[config.mk]
export PLATFORM = sky130hd
export DESIGN_NAME = seg_dac_switch_decoder
export DESIGN_NICKNAME = d
export VERILOG_FILES = /design/src/rtl/seg_dac_pkg.sv /design/src/rtl/seg_tap_steer.sv /design/src/rtl/seg_interp_code.sv /design/src/rtl/seg_dac_switch_decoder.sv
export SDC_FILE = /design/constraint.sdc
export NUM_CORES = 1
export LEC_CHECK = 0
export CORE_MARGIN = 1
export CORE_UTILIZATION = 40
export DETAILED_ROUTE_END_ITERATION = 16
export PLACE_DENSITY = 0.76
export SLEW_MARGIN = 30
export SYNTH_ARGS = -nofsm -noshare
export SYNTH_HDL_FRONTEND = slang
export SYNTH_SLANG_ARGS = --single-unit
[constraint.sdc]
create_clock -name clk -period 0.8 [get_ports clk]
set_input_delay 0.2 -clock clk [delete_from_list [all_inputs] [get_ports clk]]
set_output_delay 0.2 -clock clk [all_outputs]
set_load 0.005 [all_outputs]
[src/rtl/seg_dac_pkg.sv]
package seg_dac_pkg;
   // Order of the two selected taps as seen by the sub-DAC inputs.
   typedef enum logic {
      POL_DIRECT  = 1'b0,   // even-tap selector is the lower input
      POL_SWAPPED = 1'b1    // even-tap selector is the upper input
   } pol_e;

   // Index of the even tap that bounds segment seg.
   function automatic int unsigned even_slot(int unsigned seg);
      return (seg + 1) / 2;
   endfunction

   // Index of the odd tap that bounds segment seg.
   function automatic int unsigned odd_slot(int unsigned seg);
      return seg / 2;
   endfunction
endpackage

[src/rtl/seg_tap_steer.sv]
module seg_tap_steer #(
   parameter int SEG_BITS = 4,
   localparam int NSEG    = 1 << SEG_BITS,
   localparam int A_W     = NSEG / 2 + 1,
   localparam int B_W     = NSEG / 2
) (
   input  logic [SEG_BITS-1:0] seg_i,
   output logic [A_W-1:0]      even_sel_o,
   output logic [B_W-1:0]      odd_sel_o,
   output seg_dac_pkg::pol_e   pol_o
);
   logic [31:0] seg_w;
   assign seg_w = 32'(seg_i);

   // Even tap 2i bounds segment 2i from below and segment 2i-1 from above.
   for (genvar i = 0; i < A_W; i++) begin : g_even
      if (i == 0) begin : g_floor
         assign even_sel_o[i] = (seg_w == 32'd0);
      end else if (2 * i > NSEG - 1) begin : g_ceiling
         assign even_sel_o[i] = (seg_w == 32'(2 * i - 1));
      end else begin : g_mid
         assign even_sel_o[i] = (seg_w == 32'(2 * i)) || (seg_w == 32'(2 * i - 1));
      end
   end

   // Odd tap 2j+1 bounds segments 2j and 2j+1.
   for (genvar j = 0; j < B_W; j++) begin : g_odd
      assign odd_sel_o[j] = (seg_w[31:1] == 31'(j));
   end

   assign pol_o = seg_i[0] ? seg_dac_pkg::POL_SWAPPED : seg_dac_pkg::POL_DIRECT;

   // each selector closes exactly one switch.
   always_comb begin
      a_r4_even_single : assert ($countones(even_sel_o) == 1)
         else $error("even selector not one-hot");
      a_r5_odd_single : assert ($countones(odd_sel_o) == 1)
         else $error("odd selector not one-hot");
   end
endmodule

[src/rtl/seg_interp_code.sv]
module seg_interp_code #(
   parameter int SUB_W = 12
) (
   input  logic [SUB_W-1:0] frac_i,
   input  seg_dac_pkg::pol_e pol_i,
   output logic [SUB_W-1:0] code_o
);
   for (genvar b = 0; b < SUB_W; b++) begin : g_bit
      assign code_o[b] = frac_i[b] ^ (pol_i == seg_dac_pkg::POL_SWAPPED);
   end
endmodule

[src/rtl/seg_dac_switch_decoder.sv]
module seg_dac_switch_decoder #(
   parameter int CODE_W   = 16,
   parameter int SEG_BITS = 4,
   localparam int SUB_W   = CODE_W - SEG_BITS,
   localparam int NSEG    = 1 << SEG_BITS,
   localparam int A_W     = NSEG / 2 + 1,
   localparam int B_W     = NSEG / 2
) (
   input  logic              clk,
   input  logic              rst_n,
   input  logic              load_i,
   input  logic [CODE_W-1:0] code_i,
   output logic [A_W-1:0]    tap_even_o,
   output logic [B_W-1:0]    tap_odd_o,
   output logic              swap_o,
   output logic [SUB_W-1:0]  interp_o,
   output logic              valid_o
);
   import seg_dac_pkg::*;

   if (SEG_BITS < 1 || SEG_BITS > 8) begin : g_bad_seg
      $error("SEG_BITS out of range");
   end
   if (SUB_W < 1) begin : g_bad_sub
      $error("CODE_W must exceed SEG_BITS");
   end

   logic [A_W-1:0]   even_d;
   logic [B_W-1:0]   odd_d;
   pol_e             pol_d;
   logic [SUB_W-1:0] interp_d;

   seg_tap_steer #(.SEG_BITS(SEG_BITS)) u_steer (
      .seg_i      (code_i[CODE_W-1:SUB_W]),
      .even_sel_o (even_d),
      .odd_sel_o  (odd_d),
      .pol_o      (pol_d)
   );

   seg_interp_code #(.SUB_W(SUB_W)) u_interp (
      .frac_i (code_i[SUB_W-1:0]),
      .pol_i  (pol_d),
      .code_o (interp_d)
   );

   pol_e pol_q;

   always_ff @(posedge clk or negedge rst_n) begin
      if (!rst_n) begin
         tap_even_o <= A_W'(1);
         tap_odd_o  <= B_W'(1);
         pol_q      <= POL_DIRECT;
         interp_o   <= '0;
         valid_o    <= 1'b0;
      end else begin
         valid_o <= load_i;
         if (load_i) begin
            tap_even_o <= even_d;
            tap_odd_o  <= odd_d;
            pol_q      <= pol_d;
            interp_o   <= interp_d;
         end
      end
   end

   assign swap_o = (pol_q == POL_SWAPPED);

   // the valid pulse follows each load and nothing else.
   a_r2_valid_after_load : assert property (@(posedge clk) disable iff (!rst_n)
      load_i |=> valid_o);
   a_r2_no_spurious_valid : assert property (@(posedge clk) disable iff (!rst_n)
      !load_i |=> !valid_o);
   // a result is held while no load arrives.
   a_r3_hold_result : assert property (@(posedge clk) disable iff (!rst_n)
      !load_i |=> ($stable(tap_even_o) && $stable(tap_odd_o) &&
                   $stable(swap_o) && $stable(interp_o)));
   // the flag follows the parity of the captured segment.
   a_r7_swap_parity : assert property (@(posedge clk) disable iff (!rst_n)
      load_i |=> (swap_o == $past(code_i[SUB_W])));
   // the sub-DAC code is the captured fraction, flipped under swap.
   a_r8_interp_polarity : assert property (@(posedge clk) disable iff (!rst_n)
      load_i |=> (interp_o == ($past(code_i[SUB_W-1:0]) ^ {SUB_W{swap_o}})));
endmodule

==> implementation parameters <==
Parameter                              Value

Run status
  Run status    finished, violations left
  Violated checks    setup timing

Place
  RePlAce Congestion    0.749
  Number of buffer cells added on primary ports    approximately 50
  Final HPWL from detailed placement    about 2400 um
  Cells after DPL    231

CTS
  Clock buffer count from CTS    5
  Worst-Skew Late Latency    330 ps
  CTS clk-pin slew, worst paths    90 ps
  Root buf cell    clkbuf_4
  CTS Buffer Depth    2
  Clock net sink count    31
  Quantity of hold-fixing buffers added after cts    0
  CTS tree    built
  Number of H-tree levels    2

Global route
  Overall Global Routing Usage    18.8%
  Total global routing overflow    0
  Antenna violations before repair    0
  Via count of the first global-routing pass    1130
  Largest net degree at the start of global routing    26
  First-pass GRT wire length    4950 um

Floorplan
  Row Count    21
  X dimension of the die    61.1 um
  Area enclosed by the die boundary    3730 um^2
  Core Box Area    approximately 3300 um^2
  IO Pins    50
  Floorplan die height    61.1 um
  Initial standard-cell utilization of the core    41.8%

STA
  Maximum frequency from static timing analysis    843 MHz
  Final setup violation count    34
  Worst Max-Slew Pin Slew    243 ps
  Unrepaired setup endpoints after global routing    true
  Slew margin rel.    83.7%
  Final hold violation count    0
  Post-route fraction of the period consumed by the critical path    148%
  Fin crit period    roughly 1200 ps
  Total negative setup slack    -8080 ps
  Worst hold margin    between 60 and 70 ps
  Final max-slew violation count    0
  Setup WS post-layout    -387 ps
  Final worst clock skew    0 ps

Yosys
  Mapped Area    1400 um^2
  Complex-gate fraction of the synthesized area    11.6%
  Cell type with the largest total area after synthesis    dfrtp_1
  Count of flip-flops with a built-in enable after synthesis    0
  Share of cell area taken by muxes after synthesis    4.21%
  Netlist cell types    26
  Synthesis-stage register bit count    31
  Share of the synthesized area in the top cell type    52.0%
  Adder and majority cell fraction of the synthesized area    0%
  Share of the yosys chip area belonging to registers    55.7%
  Simple-gate share of the synthesized area    a little under an eighth
  Largest family of logic cells by synthesized area    compound AO/OA/AOI/OAI gates
  Xor/xnor cell area share of the yosys netlist    8.15%
  Total nets after synthesis    148
  Cell types occupying the most area after synthesis    dfrtp_1 52%, xnor2_1 7.5%, a21oi_1 5.0%, o22ai_1 4.0%, dfstp_2 3.8%
  Post-Syn Instances    approximately 130
  Mean post-synth cell area    around 11 um^2
  Yosys warnings    0
  Top flip-flop cell by instance count after synthesis    dfrtp_1
  Share of flip-flops with an asynchronous set or reset    100%

Cells and area
  Area of the multi-input gates    between 500 and 600 um^2
  Area growth syn-to-layout    53.2%
  Fraction of final layout cells with drive strength greater than 1    47.3%
  Sequential cell area    between 700 and 800 um^2
  Final net count    ~230
  Total inserted antenna cells    0
  Fill cell total of the finished layout    286
  Layout Cells excl Fill    253

Detailed routing
  DR vias    1218
  Routed wire length on met3    162 um
  Via/cell ratio    4.81
  Wire length after detailed routing    3480 um
  Sum of met2 wire segment lengths after detailed routing    1850 um
  Number of DRC markers after the initial detailed-route iteration    14
  Average wire per cell in the routed design    13.8 um
  Routed length on met1    1360 um
  Top Metal Used    met4
  1st-pass router iterations    4
  Count of antenna-violating nets left after detailed routing    0
  DRC violations left    0

Worst setup path
  Maximum net fanout on the critical path    2
  Total buffers and inverters traversed by the critical path    1
  Data required time at the worst endpoint    roughly 600 ps
  CP Capture Point    tap_even_o[0]
  Startpoint-to-endpoint class of the critical path    flop to primary output
  Worst Reg2Reg Path Length in Cells    2
  Total number of cells along the worst setup path    1
  CP top delay family    flip-flops
  Slowest-stage cell, CP    dfstp_2
  Nature of the critical path endpoint    primary output
  End of the worst register-to-register path    tap_odd_o[3]
  Startpoint of the worst-slack reg-to-reg timing path    tap_odd_o[3]
  Arr. time, crit path    990 ps
  Largest stage delay, worst path    550 ps
  Kind of start point of the critical path    flop
  Launching instance or port of the critical path    tap_even_o[0]
  R2R setup slack    -80 ps
  Cell breakdown of the critical path    buf_2

Power and ir drop
  Total power density per cell area    between 1500 and 2000 nW/um^2
  Maximum resistive drop on vdd    1.05 mV
  Leakage dissipation    1.03 nW

Hold path
  Min-delay worst type    primary input to asynchronous set/reset pin

Flow run
  Max cap viols    0
==> sequential cells by signal, summed over array words and instances (netlist names) <==
name,count
tap_odd_o,8
swap_o,1
valid_o,1
tap_even_o,9
interp_o,12
==> logic make-up after synthesis <==
| logic type | Yosys count |
|---|---|
| AOI/OAI and AO/OA | 27 |
| and+or+nand+nor | 29 |
| DFF | 31 |
| buffers and inverters | 24 |
| xor gates and xnor gates | 13 |
| muxes | 5 |
==> through the flow <==
| step | util [%] | area, um^2 | worst slack, ps | total power [W] |
|---|---|---|---|---|
| floorplan | - | 1420 | -75.8 | 0.00213 |
| global placement | 60.7 | 2020 | -545 | 0.00258 |
| global route | 64.1 | 2140 | -416 | 0.00372 |
| finish | 64.1 | 2140 | -387 | 0.00354 |
| CTS | 60.7 | 2030 | -393 | 0.00347 |
| detailed placement | 60.7 | 2020 | -605 | 0.00262 |
==> power breakdown <==
group,switching (W),total [W],leakage (nW),internal [W]
registers,0.0000677,0.00177,0.379,0.00170
clock network,0.000520,0.000927,0.0341,0.000406
logic,0.000375,0.000839,0.614,0.000464
==> layout by cell type, fill, tap and decap left out, types with 4 or more instances in the layout <==
master and n:
buf_2 32, dfrtp_1 29, buf_4 23, inv_1 13, clkdlybuf4s50_1 13, a21oi_1 12, nor2_1 10, xnor2_1 8
o22ai_1 7, buf_6 7, clkbuf_4 5, xnor2_2 4, nand2_1 4, o22ai_2 4
==> worst min path at each step <==
stage,from,endpoint,slack (ps),cells past startpoint
detailed placement,rst_n,interp_o[1],420,1
floorplan,rst_n,interp_o[0],-100,0
finish,rst_n,interp_o[1],60,1
CTS,rst_n,interp_o[1],60,1
global route,rst_n,interp_o[1],50,1
global placement,rst_n,interp_o[1],420,1
==> synth_stat cells (3+ instances only) <==
| cell type | number |
|---|---|
| nand2b_1 | 3 |
| inv_1 | 14 |
| buf_2 | 4 |
| dfrtp_1 | 29 |
| nand2_1 | 4 |
| mux2_2 | 3 |
| buf_6 | 3 |
| a21oi_1 | 14 |
| nor2_1 | 14 |
| xnor2_1 | 12 |
| o22ai_1 | 9 |
==> final cells by class <==
| type | instances | area share [%] |
|---|---|---|
| clock inverters | 1 | 0.234 |
| flip-flops and latches | 31 | 36.4 |
| inverters | 14 | 2.46 |
| clock buffers | 6 | 2.40 |
| multi-input cells | 74 | 27.1 |
| repair buffers | 81 | 28.7 |
| well taps | 46 | 2.69 |
==> metal layers <==
layer / vias to the layer above / track usage (%)
li1: 574 / -
met1: 599 / 21.6
met2: 35 / 32.0
met3: 10 / 3.99
met4: 0 / 11.7
met5: - / 0
==> what timing repair did <==
| item | 4_1_cts | 5_1_grt |
|---|---|---|
| pin swaps | 1 | 7 |
| gates cloned | 1 | 0 |
| setup buffers | 9 | 6 |
| endpoints found under the setup margin | 62 | 47 |
| resized for setup | 136 | 21 |
Power figures use the tool's default switching activity.
